### src/rtl/cwb_pkg.sv
package cwb_pkg;
   typedef enum logic {
      LANE_IDLE = 1'b0,
      LANE_BUSY = 1'b1
   } lane_state_e;

   localparam int unsigned CWB_MAX_TGT = 4;
endpackage

### src/rtl/cwb_sync.sv
module cwb_sync #(
   parameter int unsigned WIDTH  = 4,
   parameter int unsigned STAGES = 2
) (
   input  logic             clk,
   input  logic             rst_n,
   input  logic [WIDTH-1:0] d_i,
   output logic [WIDTH-1:0] q_o
);
   logic [WIDTH-1:0] stage_q [STAGES];

   generate
      if (STAGES < 1) begin : g_bad_stages
         $error("cwb_sync: STAGES must be at least 1");
      end
      for (genvar s = 0; s < STAGES; s++) begin : g_stage
         if (s == 0) begin : g_first
            always_ff @(posedge clk) begin
               if (!rst_n) stage_q[0] <= '0;
               else        stage_q[0] <= d_i;
            end
         end else begin : g_next
            always_ff @(posedge clk) begin
               if (!rst_n) stage_q[s] <= '0;
               else        stage_q[s] <= stage_q[s-1];
            end
         end
      end
   endgenerate

   assign q_o = stage_q[STAGES-1];
endmodule

### src/rtl/cwb_edge.sv
module cwb_edge #(
   parameter int unsigned WIDTH = 2
) (
   input  logic             clk,
   input  logic             rst_n,
   input  logic [WIDTH-1:0] lvl_i,
   output logic [WIDTH-1:0] rise_o
);
   logic [WIDTH-1:0] prev_q;

   always_ff @(posedge clk) begin
      if (!rst_n) prev_q <= '0;
      else        prev_q <= lvl_i;
   end

   assign rise_o = lvl_i & ~prev_q;
endmodule

### src/rtl/cwb_lane.sv
module cwb_lane
   import cwb_pkg::*;
#(
   parameter int unsigned ADDR_W = 6,
   parameter int unsigned DATA_W = 32
) (
   input  logic              clk,
   input  logic              rst_n,
   input  logic              flush_i,
   input  logic              fire_i,
   input  logic [ADDR_W-1:0] addr_i,
   input  logic [DATA_W-1:0] data_i,
   input  logic              wait_i,
   output logic              wr_o,
   output logic [ADDR_W-1:0] addr_o,
   output logic [DATA_W-1:0] data_o
);
   lane_state_e       state_q;
   logic [ADDR_W-1:0] addr_q;
   logic [DATA_W-1:0] data_q;

   always_ff @(posedge clk) begin
      if (!rst_n) begin
         state_q <= LANE_IDLE;
         addr_q  <= '0;
         data_q  <= '0;
      end else if (flush_i) begin
         state_q <= LANE_IDLE;
      end else begin
         unique case (state_q)
            LANE_IDLE: begin
               if (fire_i) begin
                  state_q <= LANE_BUSY;
                  addr_q  <= addr_i;
                  data_q  <= data_i;
               end
            end
            LANE_BUSY: begin
               if (!wait_i) state_q <= LANE_IDLE;
            end
            default: state_q <= LANE_IDLE;
         endcase
      end
   end

   assign wr_o   = (state_q == LANE_BUSY);
   assign addr_o = addr_q;
   assign data_o = data_q;
endmodule

### src/rtl/cfg_write_bridge.sv
module cfg_write_bridge
   import cwb_pkg::*;
#(
   parameter int unsigned DATA_W       = 32,
   parameter int unsigned CTRL_W       = 32,
   parameter int unsigned ADDR_W       = 6,
   parameter int unsigned ADDR_LSB     = 8,
   parameter int unsigned NUM_TGT      = 2,
   parameter int unsigned WR_LSB       = 0,
   parameter int unsigned RCFG_RST_BIT = 2,
   parameter int unsigned CLK_RST_BIT  = 3,
   parameter int unsigned SYNC_STAGES  = 2
) (
   input  logic                       clk,
   input  logic                       rst_n,
   input  logic [DATA_W-1:0]          host_param_i,
   input  logic [CTRL_W-1:0]          host_ctrl_i,
   output logic [NUM_TGT-1:0]         cfg_wr_o,
   input  logic [NUM_TGT-1:0]         cfg_wait_i,
   output logic [NUM_TGT*ADDR_W-1:0]  cfg_addr_o,
   output logic [NUM_TGT*DATA_W-1:0]  cfg_wdata_o,
   output logic                       cfg_logic_rst_o,
   output logic                       clkgen_rst_o
);
   localparam int unsigned SYNC_W    = NUM_TGT + 2;
   localparam int unsigned IDX_RCFG  = NUM_TGT;
   localparam int unsigned IDX_CLK   = NUM_TGT + 1;
   localparam int unsigned WR_MSB    = WR_LSB + NUM_TGT - 1;
   localparam int unsigned ADDR_MSB  = ADDR_LSB + ADDR_W - 1;

   generate
      if (NUM_TGT < 1 || NUM_TGT > CWB_MAX_TGT) begin : g_bad_tgt
         $error("cfg_write_bridge: NUM_TGT out of range");
      end
      if (ADDR_MSB >= CTRL_W || WR_MSB >= CTRL_W ||
          RCFG_RST_BIT >= CTRL_W || CLK_RST_BIT >= CTRL_W) begin : g_bad_pos
         $error("cfg_write_bridge: control field outside control word");
      end
      if (RCFG_RST_BIT == CLK_RST_BIT) begin : g_bad_rst
         $error("cfg_write_bridge: reset bits must differ");
      end
      if ((RCFG_RST_BIT >= WR_LSB && RCFG_RST_BIT <= WR_MSB) ||
          (CLK_RST_BIT >= WR_LSB && CLK_RST_BIT <= WR_MSB)) begin : g_bad_ovl
         $error("cfg_write_bridge: reset bit overlaps a write bit");
      end
   endgenerate

   logic [SYNC_W-1:0]  raw_bits;
   logic [SYNC_W-1:0]  sync_bits;
   logic [NUM_TGT-1:0] fire;
   logic               flush;
   logic [ADDR_W-1:0]  addr_field;
   logic               unused_ctrl;

   assign raw_bits   = {host_ctrl_i[CLK_RST_BIT], host_ctrl_i[RCFG_RST_BIT],
                        host_ctrl_i[WR_LSB +: NUM_TGT]};
   assign addr_field = host_ctrl_i[ADDR_LSB +: ADDR_W];
   assign unused_ctrl = ^host_ctrl_i;

   cwb_sync #(
      .WIDTH  (SYNC_W),
      .STAGES (SYNC_STAGES)
   ) u_sync (
      .clk   (clk),
      .rst_n (rst_n),
      .d_i   (raw_bits),
      .q_o   (sync_bits)
   );

   cwb_edge #(
      .WIDTH (NUM_TGT)
   ) u_edge (
      .clk    (clk),
      .rst_n  (rst_n),
      .lvl_i  (sync_bits[NUM_TGT-1:0]),
      .rise_o (fire)
   );

   assign cfg_logic_rst_o = sync_bits[IDX_RCFG];
   assign clkgen_rst_o    = sync_bits[IDX_CLK];
   assign flush           = sync_bits[IDX_RCFG] | sync_bits[IDX_CLK];

   generate
      for (genvar t = 0; t < NUM_TGT; t++) begin : g_lane
         cwb_lane #(
            .ADDR_W (ADDR_W),
            .DATA_W (DATA_W)
         ) u_lane (
            .clk     (clk),
            .rst_n   (rst_n),
            .flush_i (flush),
            .fire_i  (fire[t]),
            .addr_i  (addr_field),
            .data_i  (host_param_i),
            .wait_i  (cfg_wait_i[t]),
            .wr_o    (cfg_wr_o[t]),
            .addr_o  (cfg_addr_o[t*ADDR_W +: ADDR_W]),
            .data_o  (cfg_wdata_o[t*DATA_W +: DATA_W])
         );
      end
   endgenerate
endmodule

### config.mk
export PLATFORM = sky130hd
export DESIGN_NAME = cfg_write_bridge
export DESIGN_NICKNAME = d
export VERILOG_FILES = /design/src/rtl/cwb_pkg.sv /design/src/rtl/cwb_sync.sv /design/src/rtl/cwb_edge.sv /design/src/rtl/cwb_lane.sv /design/src/rtl/cfg_write_bridge.sv
export SDC_FILE = /design/constraint.sdc
export NUM_CORES = 1
export LEC_CHECK = 0
export ABC_AREA = 1
export CORE_UTILIZATION = 36
export CTS_CLUSTER_DIAMETER = 150
export CTS_CLUSTER_SIZE = 30
export DETAILED_ROUTE_END_ITERATION = 7
export PLACE_DENSITY = 0.77
export SLEW_MARGIN = 20
export SYNTH_ARGS = -nofsm -noshare
export SYNTH_HDL_FRONTEND = slang
export SYNTH_HIERARCHICAL = 1
export SYNTH_SLANG_ARGS = --single-unit
### constraint.sdc
create_clock -name clk -period 1.5 [get_ports clk]
set_input_delay 0.3 -clock clk [delete_from_list [all_inputs] [get_ports clk]]
set_output_delay 0.3 -clock clk [all_outputs]
set_load 0.02 [all_outputs]
# ---- Word-level counts from Yosys, hierarchy flattened
# Memories as Yosys holds them, arrays and structs flattened.
# Index checks and enable logic that the tools add are counted.
dict set report totals {
  ff_bits 80
  ram_bits 8
  inputBits 68
  out_inout_bits 80
  elab_cells 30
  mem_count 1
}
dict set report classes {
  mux 10
  bitwise_logic 9
  n_reduce_logical 3
}
# memory depth width rd rd_clocked_by_memory_dff wr line_no
set mem_list {}
lappend mem_list {u_sync.stage_q 2 4 2 0 2 cwb_sync.sv:10} ;# logic [WIDTH-1:0] stage_q [STAGES];
# operator count
set op_table {}
lappend op_table {{4-bit 2-to-1 mux} 2}
lappend op_table {{1-bit 2-to-1 mux} 6}
lappend op_table {{3-bit AND reduction} 2}
lappend op_table {{1-bit NOT} 4}
lappend op_table {{1-bit one-hot mux with 2 select lines} 2}
lappend op_table {{1-bit OR} 3}
lappend op_table {{2-bit AND} 1}
lappend op_table {{2-bit NOT} 1}
lappend op_table {{2-bit OR reduction} 1}

# ---- Longest topological paths before layout
# Gate-level depths: netlist (run 1).
dict set report depth {
  word_depth 4
  depth_mapped 8
}

# ---- By module
# Netlist (run 1), hierarchy kept.
# module n_inst cells_each area_per_inst_um2 seq_area_each_um2
set modules_own_cells {}
lappend modules_own_cells {cwb_lane 2 257 1750.4 780.7}
lappend modules_own_cells {cwb_sync 1 25 225.2 160.2}
lappend modules_own_cells {cwb_edge 1 10 75.1 40.0}
lappend modules_own_cells {cfg_write_bridge 1 3 11.3 0.0}

# ---- Least setup slack after synthesis (run 1)
# No wires, ideal clock.
dict set report synth_path {
  path_type {flip-flop to flip-flop}
  from {memory u_sync.stage_q[1][2]}
  to {register g_lane[0].u_lane.data_q[0]}
  setup_ns 0.115
  t_arrival_ns 1.102
  setup_slack_ns 0.283
  path_stages_with_launch 8
  path_buffers 2
  cell_sequence {dfxtp_1 -> inv_1 -> nand2_1 -> nor2_2 -> buf_6 -> buf_6 -> a21oi_1 -> nor2_1}
}
# item line_no
set synth_lines {}
lappend synth_lines {{start, declared} cwb_sync.sv:10}
lappend synth_lines {{end signal, assigned} cwb_lane.sv:35} ;# data_q <= data_i;
lappend synth_lines {{end, declared} cwb_lane.sv:20} ;# logic [DATA_W-1:0] data_q;

# ---- Final worst setup path (run 1)
dict set report layout_path {
  from {register g_lane[0].u_lane.state_q}
  to {output port cfg_wr_o[0]}
}
# item line_no
set layout_lines {}
lappend layout_lines {{start, declared} cwb_lane.sv:18} ;# lane_state_e state_q;
lappend layout_lines {{start signal, assigned} cwb_lane.sv:24} ;# state_q <= LANE_IDLE;
lappend layout_lines {{start signal, assigned} cwb_lane.sv:28} ;# state_q <= LANE_IDLE;
lappend layout_lines {{start signal, assigned} cwb_lane.sv:33} ;# state_q <= LANE_BUSY;
lappend layout_lines {{end, declared} cfg_write_bridge.sv:18} ;# output logic [NUM_TGT-1:0] cfg_wr_o,
# No word-level cell between the ends.

==> impl_metrics.toml, run 1 <==
[status]
status = "complete, no violations"

[power_and_ir_drop]
p_sw_share_pct = 27.2
power_frac_seq_pct = 49.2
leakagePower_nw = 2.78
peakVddDrop_mv = 0.440
pwr-share-clk_pct = 32.4
pwr-share-comb_pct = 18.4
power.density_mw_per_mm2 = 969
finalPower_mw = 5.09
internal_power_mw = 3.70
p_switching_mw = 1.39

[drt]
drt-pass1-iter-count = 4
via_per_inst = 4.61
vias = 3673
final_antenna_net_count = 0
detail_route.drc_violations = 0
finalWirelength_um = 9370
drtIter0Drc = 135
wire_per_inst_um = 11.8

[clock_network]
cts.path.max_buffers = 2
tritoncts = "done"
path_clk_slew_ps = 80
clock_latency_ps = 350
postCtsSetupBuffers = 0
ctsHtreeMaxLevel = 3
cts_buffers = 9
cts_num_sinks = 88
cts-root-buf = "clkbuf_8"
cts_hold_buf = 0

[worst_setup_path]
crit_slowest_cell = "dfxtp_1"
cpPeakStageDelay_ps = 420
startpoint = "g_lane[0].u_lane/wr_o$_SDFF_PP0_"
crit_family = "flip-flops"
path_cells = "clkdlybuf4s15_1"
critPathLaunchType = "flip-flop"
timing.rr.start = "u_sync/stage_q[1][2]$_SDFF_PN0_"
critPathRequiredTime_ps = 1200
path_buf_inv = 1
worstPathArrival_ps = 1110
critPathKind = "flip-flop to primary output"
crit_path_max_fanout = 4
crit_path_end_kind = "primary output"

[synthesis]
yosysWarnings = 6
yosysSeqAreaShare_pct = 46.2
synth_area_sq_mm = 0.00381
netlist_instances = 552
syn_avg_cell_area_sq_um = 6.91
synth_cell_types = 12
ys_seq_elements = 88
syn_nets = 620

[die]
die-area_sq_mm = 0.0110
core_area_sq_mm = 0.0103
die_height_um = 105
initial_core_util_pct = 37.1
die_w_um = 105
fp-row-count = 37
io_pins = 148

[grt]
grt_overflow = 0
grt_antenna_before_repair = 0
grtUsageTotal_pct = 17.5
grt_pass1_wl_um = 15500
grt_pass1_vias = 3494
grt_max_degree = 53

[sta]
fin_skew_ps = 10.4
hold_ws_ps = 297
drv_slew = 0
setup_slack_ps = 94.3
max-slew-margin-rel_pct = 77.2
clock.fmax_mhz = 711
hold_viol = 0
rsz0062_at_grt = "false"
finalSetupViolations = 0
tightest_slew_ps = 341
period_minus_slack_ps = 1410
timing.final.crit_share_pct = 93.7
setup-tns-final_ps = 0

[worst_hold_path]
worstHoldStart = "rst_n"
worstHoldPathType = "input pin to flip-flop"

[finish]
final_cells = 796
n_antenna_cell = 0
drive_above_1_share_pct = 4.55
area_growth_pct = 37.8
fill_cells = 1073
multi_input_area_sq_mm = 0.00145
fin_nets = 723
seq_area_sq_mm = 0.00176

[placed_design]
dp_slack_ps = 165
io_buffers = 125
gp_congestion = 0.798
place_inst = 780
place_hpwl_um = 6340

[flow_run]
cap_violations = 0
## area by class of cell
class,instances,area share [%]
Clock buffer,13,3.03
Tap cell,136,3.24
Sequential cell,88,33.5
Clock inverter,3,0.762
Inverter,94,6.72
Multi-Input combinational cell,327,27.6
Timing Repair Buffer,135,25.1
## path summary, 6_finish.rpt
path,end,slack [ps],cells past startpoint
min reg2reg,u_sync/stage_q[1][2]$_SDFF_PN0_,410,2
max,cfg_wr_o[0],90,1
min,u_edge/prev_q[1]$_SDFF_PN0_,300,3
max reg2reg,g_lane[1].u_lane/data_o[26]$_SDFFE_PN0P_,220,7
## layout by cell type, fill, tap and decap left out, drive strengths merged
cell type,synthesis,routed
clkinv,0,2
nor2,84,84
nand3,76,76
bufinv,0,1
clkdlybuf4s15,0,1
dfxtp,88,88
inv,94,94
buf,33,11
a21oi,78,78
clkbuf,10,14
dlygate4sd2,0,78
clkdlybuf4s50,0,44
nand2,89,89
## registers in the layout, indices dropped and copies added, names as in the netlist
signal	count
g_lane.u_lane/addr_o	12
g_lane.u_lane/data_o	64
g_lane.u_lane/wr_o	2
u_edge/prev_q	2
u_sync/stage_q	8
## timing repair
action,CTS,global route
setup endpoints to repair,80,2
gates resized for setup,80,3
hold endpoints to repair,0,0
## cells in the mapped netlist
cell type   n  area, sq um
a21oi_1    78          390
buf_6      10          113
inv_1      94          353
nand2_1    89          334
clkbuf_1   10         37.5
buf_1       2         7.51
buf_2      19         95.1
buf_4       2         15.0
dfxtp_1    88         1760
nand3_1    76          380
nor2_2      4         25.0
nor2_1     80          300
## stage by stage
stage / util [%] / cell area, sq um
4_1_cts: 51.1 / 5260
6_report: 51.1 / 5250
3_5_place_dp: 50.2 / 5160
5_1_grt: 51.1 / 5250
3_3_place_gp: 50.2 / 5160
2_1_floorplan: - / 3810
## power groups by stage
stage / registers [mW] / clock network [mW] / logic (mW)
floorplan: 2.69 / 0 / 0.458
global placement: 2.56 / 0 / 0.995
detailed placement: 2.56 / 0 / 1.01
CTS: 2.51 / 1.71 / 0.943
global route: 2.52 / 1.82 / 1.03
finish: 2.51 / 1.65 / 0.935
## layer usage
layer / global-route usage (%) / part of all wire [%] / up-vias
li1: - / - / 1901
met1: 20.3 / 45 / 1663
met2: 29.8 / 47 / 105
met3: 6.18 / 7.7 / 4
met4: 6.34 / 0.43 / 0
met5: 0 / 0 / -
## worst register-to-register path, stage by stage, from the launching register on
cell     delay [ps]
dfxtp_1         320
inv_1            50
nand2_1         150
nor2_4          190
buf_12          220
nand3_1         120
nand2_1          80
nor2_1           40
## cell families after synthesis
kind of cell,count (synthesis),synth area share [%]
buf+inv,137,16.3
simple gates,249,27.3
flops,88,46.2
compound gates,78,10.2
Power figures use the tool's default switching activity.
==> run 2, diff against run 1 <==
--- a/config.mk
+++ b/config.mk
@@ -7,10 +7,11 @@
 export LEC_CHECK = 0
 export ABC_AREA = 1
 export CORE_UTILIZATION = 36
+export CTS_BUF_LIST = sky130_fd_sc_hd__clkbuf_8
 export CTS_CLUSTER_DIAMETER = 150
 export CTS_CLUSTER_SIZE = 30
 export DETAILED_ROUTE_END_ITERATION = 7
-export PLACE_DENSITY = 0.77
+export PLACE_DENSITY = 0.8
 export SLEW_MARGIN = 20
 export SYNTH_ARGS = -nofsm -noshare
 export SYNTH_HDL_FRONTEND = slang
==> constraint.sdc (replaced) <==
create_clock -name clk -period 1.2 [get_ports clk]
set_input_delay 0.24 -clock clk [delete_from_list [all_inputs] [get_ports clk]]
set_output_delay 0.24 -clock clk [all_outputs]
set_load 0.02 [all_outputs]
==> run 2 against run 1 <==
Net effect:
- the flow now finishes with violations (negative setup slack)
- cell count grew 4.6%
- count of clock-buffer cells in the layout decreased by 4
- die area is the same
- clock power increased by 36%
- non-clock buffer count grew 37
- global-route usage is 2.1 points higher
- sequential power up 25%
- combinational power increased by 76%
- sequential share of layout area down 3.4 points
- first-iteration DRC count rose by 85%
- clock skew barely moved
- largest power group unchanged
==> impl_metrics.toml, run 2 (synthesis gave the netlist of run 1 again) <==
[sta]
period_minus_slack_ps = 1250
drv_slew = 0
finalSetupViolations = 21
timing.final.crit_share_pct = 104
hold_ws_ps = 236
hold_viol = 0
clock.fmax_mhz = 800
rsz0062_at_grt = "true"
tightest_slew_ps = 314
fin_skew_ps = 10.7
setup_slack_ps = -50.7
setup-tns-final_ps = -294
max-slew-margin-rel_pct = 79.1

[drt]
wire_per_inst_um = 15.0
via_per_inst = 4.92
vias = 4100
drtIter0Drc = 250
detail_route.drc_violations = 0
final_antenna_net_count = 0
finalWirelength_um = 12500
drt-pass1-iter-count = 5

[finish]
final_cells = 833
mostFrequentLayoutCells = "inv_1, nand2_1, dfxtp_1"
fin_nets = 760
n_antenna_cell = 0
largest_reg_flops = 64
multi_input_area_sq_mm = 0.00166
area_growth_pct = 54.3
seq_area_sq_mm = 0.00177
drive_above_1_share_pct = 28.4
fill_cells = 946
final_common_cell = "inv_1"

[clock_network]
clock_latency_ps = 360
path_clk_slew_ps = 90
cts-root-buf = "clkbuf_8"
cts_num_sinks = 88
cts.path.max_buffers = 2
cts_hold_buf = 0
ctsHtreeMaxLevel = 3
cts_buffers = 9
tritoncts = "done"

[grt]
grtUsageTotal_pct = 19.6
grt_overflow = 0
grt_pass1_wl_um = 17300
grt_pass1_vias = 3611
grt_antenna_before_repair = 0
grt_max_degree = 49

[power_and_ir_drop]
leakagePower_nw = 2.98
pwr-share-clk_pct = 32.0
p_switching_mw = 2.04
finalPower_mw = 7.05
internal_power_mw = 5.01
p_sw_share_pct = 29.0
power_frac_seq_pct = 44.6
peakVddDrop_mv = 0.530
pwr-share-comb_pct = 23.4
power.density_mw_per_mm2 = 1200

[worst_setup_path]
crit_family = "buffers and inverters"
critPathKind = "flip-flop to flip-flop"
cpPeakStageDelay_ps = 340
worstPathArrival_ps = 1520
crit_path_end_kind = "flip-flop"
ff2ff_path_depth = 8
r2r_slack_ps = -50
path_buf_inv = 4
critPathRequiredTime_ps = 1460
cp_num_cells = 8
r2r-end = "g_lane[1].u_lane/data_o[27]$_SDFFE_PN0P_"
crit_path_max_fanout = 5
crit_end = "g_lane[1].u_lane/data_o[27]$_SDFFE_PN0P_"
path_cells = "inv_2 -> nand2_4 -> nor2_4 -> buf_12 -> buf_12 -> clkbuf_16 -> a21oi_2 -> nor2_1"
timing.rr.start = "u_sync/stage_q[1][3]$_SDFF_PN0_"
critPathLaunchType = "flip-flop"
crit_slowest_cell = "dfxtp_2"
cpMostUsedCell = "buf_12"
startpoint = "u_sync/stage_q[1][3]$_SDFF_PN0_"

[placed_design]
gp_congestion = 0.808
place_inst = 785
dp_slack_ps = -59.7
place_hpwl_um = 6600
io_buffers = 125

[worst_hold_path]
worstHoldPathType = "input pin to flip-flop"

[die]
io_pins = 148
die_height_um = 105
die-area_sq_mm = 0.0110
core_area_sq_mm = 0.0103
fp-row-count = 37
die_w_um = 105
initial_core_util_pct = 37.1

[flow_run]
cap_violations = 0

[status]
violations = "negative setup slack"
status = "complete, but fails checks"
==> run 2: cell count changes in the layout (fill, tap and decap cells not counted), sizes merged <==
cell | previous run | this run
clkbuf | 14 | 19
inv | 94 | 96
clkdlybuf4s15 | 1 | 0
dlygate4sd2 | 78 | 0
clkinvlp | 0 | 1
bufinv | 1 | 2
buf | 11 | 118
==> run 2: power by group through the flow <==
stage               logic (mW)  registers [mW]  clock network [mW]
floorplan                0.573            3.36                   0
finish                    1.65            3.15                2.25
CTS                       1.43            3.14                2.26
global placement          1.27            3.20                   0
detailed placement        1.30            3.20                   0
global route              1.77            3.16                2.41
==> run 2: repair_timing <==
action,in CTS,in global routing
resized for setup,353,40
pin swaps,13,27
gates cloned,6,12
hold endpoints to repair,0,0
buffers inserted,8,8
setup endpoints to repair,155,75
==> run 2: per-stage QoR <==
stage | instance area [sq um] | utilization (%)
6_report | 5880 | 57.2
4_1_cts | 5420 | 52.7
2_1_floorplan | 3810 | -
5_1_grt | 5880 | 57.2
3_5_place_dp | 5230 | 50.9
3_3_place_gp | 5230 | 50.9
==> run 2: worst register-to-register path, cell delays in order (launching register included) <==
cell and delay [ps]:
dfxtp_2 340, inv_2 40, nand2_4 80, nor2_4 50
buf_12 130, buf_12 140, clkbuf_16 160, a21oi_2 140
nor2_1 60
==> run 2: how the worst min path moves through the flow <==
stage	from	end	slack, ps	cells past startpoint
final	rst_n	u_sync/stage_q[1][3]$_SDFF_PN0_	240	3
after global routing	rst_n	u_sync/stage_q[1][2]$_SDFF_PN0_	250	3
after CTS	rst_n	u_sync/stage_q[1][3]$_SDFF_PN0_	220	3
after detailed placement	u_sync/stage_q[0][2]$_SDFF_PN0_	u_sync/stage_q[1][2]$_SDFF_PN0_	400	2
after global placement	u_sync/stage_q[0][2]$_SDFF_PN0_	u_sync/stage_q[1][2]$_SDFF_PN0_	390	2
after floorplan	rst_n	u_edge/prev_q[1]$_SDFF_PN0_	330	2
==> run 2: routing by layer <==
layer	GRT usage, %	routed length (um)
met4	7.85	285
met2	34.1	5980
met5	0	0
met1	23.5	5230
met3	4.24	994
==> run 2: area by class of cell <==
class	instances	share of cell area, %
Sequential cell	88	30.1
Inverter	94	6.00
Clock inverter	7	1.51
Tap cell	136	2.89
Timing Repair Buffer	172	29.1
Multi-Input combinational cell	327	28.3
Clock buffer	9	2.11
==> run 3, diff against run 2 <==
--- a/config.mk
+++ b/config.mk
@@ -6,12 +6,13 @@
 export NUM_CORES = 1
 export LEC_CHECK = 0
 export ABC_AREA = 1
+export CORE_MARGIN = 5
 export CORE_UTILIZATION = 36
 export CTS_BUF_LIST = sky130_fd_sc_hd__clkbuf_8
 export CTS_CLUSTER_DIAMETER = 150
 export CTS_CLUSTER_SIZE = 30
 export DETAILED_ROUTE_END_ITERATION = 7
-export PLACE_DENSITY = 0.8
+export PLACE_DENSITY_LB_ADDON = 0.2
 export SLEW_MARGIN = 20
 export SYNTH_ARGS = -nofsm -noshare
 export SYNTH_HDL_FRONTEND = slang
==> run 3 against run 2 <==
Net effect:
- the run still ends with negative setup slack left
- non-clock buffer count decreased by 6
- critical path depth unchanged
- critical endpoint is now g_lane[1].u_lane/data_o[3]$_SDFFE_PN0P_
- register-to-register slack about the same
- count of clock-buffer cells in the layout increased by 1
==> impl_metrics.toml, run 3 (synthesis gave the netlist of run 1 again) <==
[status]
status = "complete, but fails checks"
violations = "negative setup slack"

[finish]
fin_nets = 754
drive_above_1_share_pct = 28.5
final_cells = 827
fill_cells = 1010
final_common_cell = "inv_1"
area_growth_pct = 52.7
n_antenna_cell = 0
fin_area_sq_mm = 0.00582
largest_reg_flops = 64
mostFrequentLayoutCells = "inv_1, nand2_1, dfxtp_1"

[grt]
grt_pass1_wl_um = 17100
grtUsageTotal_pct = 16.2
grt_antenna_before_repair = 0
grt_pass1_vias = 3570
grt_max_degree = 49
grt_overflow = 0

[die]
core_area_sq_mm = 0.0103
die_height_um = 113
io_pins = 148
die_w_um = 113
die-area_sq_mm = 0.0127
initial_core_util_pct = 36.9
fp-row-count = 37

[drt]
detail_route.drc_violations = 0
finalWirelength_um = 12200
final_antenna_net_count = 0
via_per_inst = 4.70
drtIter0Drc = 204
wire_per_inst_um = 14.8
drt-pass1-iter-count = 4
vias = 3888

[clock_network]
path_clk_slew_ps = 90
ctsHtreeMaxLevel = 3
tritoncts = "done"
clock_latency_ps = 340
cts.path.max_buffers = 2
cts_buffers = 9
cts-root-buf = "clkbuf_8"
cts_hold_buf = 0
cts_num_sinks = 88

[power_and_ir_drop]
power.density_mw_per_mm2 = 1210
internal_power_mw = 5.05
power_frac_seq_pct = 44.6
peakVddDrop_mv = 0.705
p_sw_share_pct = 28.3
leakagePower_nw = 2.94
pwr-share-comb_pct = 22.9
pwr-share-clk_pct = 32.4
p_switching_mw = 2.00

[worst_setup_path]
critPathLaunchType = "flip-flop"
path_buf_inv = 4
cpMostUsedCell = "buf_12"
ff2ff_path_depth = 8
path_cells = "inv_2 -> nand2_4 -> nor2_4 -> buf_12 -> buf_12 -> clkbuf_16 -> a21oi_2 -> nor2_1"
crit_end = "g_lane[1].u_lane/data_o[3]$_SDFFE_PN0P_"
critPathRequiredTime_ps = 1450
r2r-end = "g_lane[1].u_lane/data_o[3]$_SDFFE_PN0P_"
critPathKind = "flip-flop to flip-flop"
crit_family = "buffers and inverters"
crit_path_max_fanout = 5
worstPathArrival_ps = 1490
r2r_slack_ps = -40
crit_path_end_kind = "flip-flop"
cpPeakStageDelay_ps = 340
timing.rr.start = "u_sync/stage_q[1][2]$_SDFF_PN0_"
startpoint = "u_sync/stage_q[1][2]$_SDFF_PN0_"
cp_num_cells = 8
crit_slowest_cell = "dfxtp_2"

[sta]
tightest_slew_ps = 226
clock.fmax_mhz = 805
finalSetupViolations = 16
hold_viol = 0
setup-tns-final_ps = -294
setup_slack_ps = -41.7
timing.final.crit_share_pct = 103
drv_slew = 0
fin_skew_ps = 11.0
rsz0062_at_grt = "true"
max-slew-margin-rel_pct = 84.9
period_minus_slack_ps = 1240

[placed_design]
place_inst = 784
place_hpwl_um = 6800
dpl-instance-area_sq_mm = 0.00519
io_buffers = 125
gp_congestion = 0.765

[worst_hold_path]
worstHoldPathType = "input pin to flip-flop"

[flow_run]
cap_violations = 0
## run 3: worst register-to-register path: stages (launching register included)
cell and delay, ps:
dfxtp_2 340, inv_2 40, nand2_4 90, nor2_4 50
buf_12 140, buf_12 140, clkbuf_16 170, a21oi_2 130
nor2_1 40
## run 3: how the worst min path moves through the flow
stage                                    startpoint                                       to  slack (ps)  depth (start not counted)
floorplan                                     rst_n              u_edge/prev_q[1]$_SDFF_PN0_         330                          2
CTS                                           rst_n          u_sync/stage_q[0][2]$_SDFF_PN0_         330                          4
global route                                  rst_n  g_lane[1].u_lane/data_o[8]$_SDFFE_PN0P_         350                          4
detailed placement  u_sync/stage_q[0][0]$_SDFF_PN0_          u_sync/stage_q[1][0]$_SDFF_PN0_         400                          2
finish                                        rst_n          u_sync/stage_q[1][0]$_SDFF_PN0_         360                          4
global placement    u_sync/stage_q[0][2]$_SDFF_PN0_          u_sync/stage_q[1][2]$_SDFF_PN0_         400                          2
## run 3: layout make-up
type | count | area, sq um | area share, %
multi-input combinational | 327 | 1660 | 28.5
timing repair buffer | 166 | 1640 | 28.2
clock inverter | 6 | 83.8 | 1.44
sequential | 88 | 1770 | 30.4
tap | 136 | 170 | 2.92
inverter | 94 | 355 | 6.10
clock buffer | 10 | 138 | 2.36
## run 3: through the flow
| stage | power, mW | util (%) | setup slack (ps) | hold WS (ps) |
|---|---|---|---|---|
| detailed placement | 4.48 | 50.3 | -53.5 | 397 |
| CTS | 6.78 | 50.5 | -48.4 | 332 |
| floorplan | 3.93 | - | 28.6 | 333 |
| global placement | 4.47 | 50.3 | -38.0 | 396 |
| finish | 7.04 | 56.4 | -41.7 | 356 |
| global route | 7.37 | 56.4 | -84.0 | 346 |
## run 3: what timing repair did
action | CTS | global route
gates resized for setup | 334 | 63
endpoints found under the setup margin | 155 | 58
gates cloned | 4 | 16
setup buffers | 3 | 6
pin swaps | 14 | 13
## run 3: layer usage
metal | track usage [%] | up-vias | routed length, um
met2 | 26.9 | 110 | 5630
met5 | 0 | - | 0
li1 | - | 1967 | -
met1 | 20.2 | 1804 | 5610
met4 | 4.57 | 0 | 71
met3 | 5.13 | 7 | 909
## run 3: power by group through the flow
stage | clock network [mW] | logic [mW] | registers [mW]
floorplan | 0 | 0.573 | 3.36
global placement | 0 | 1.27 | 3.20
detailed placement | 0 | 1.28 | 3.20
CTS | 2.34 | 1.31 | 3.13
global route | 2.47 | 1.74 | 3.16
finish | 2.29 | 1.62 | 3.14
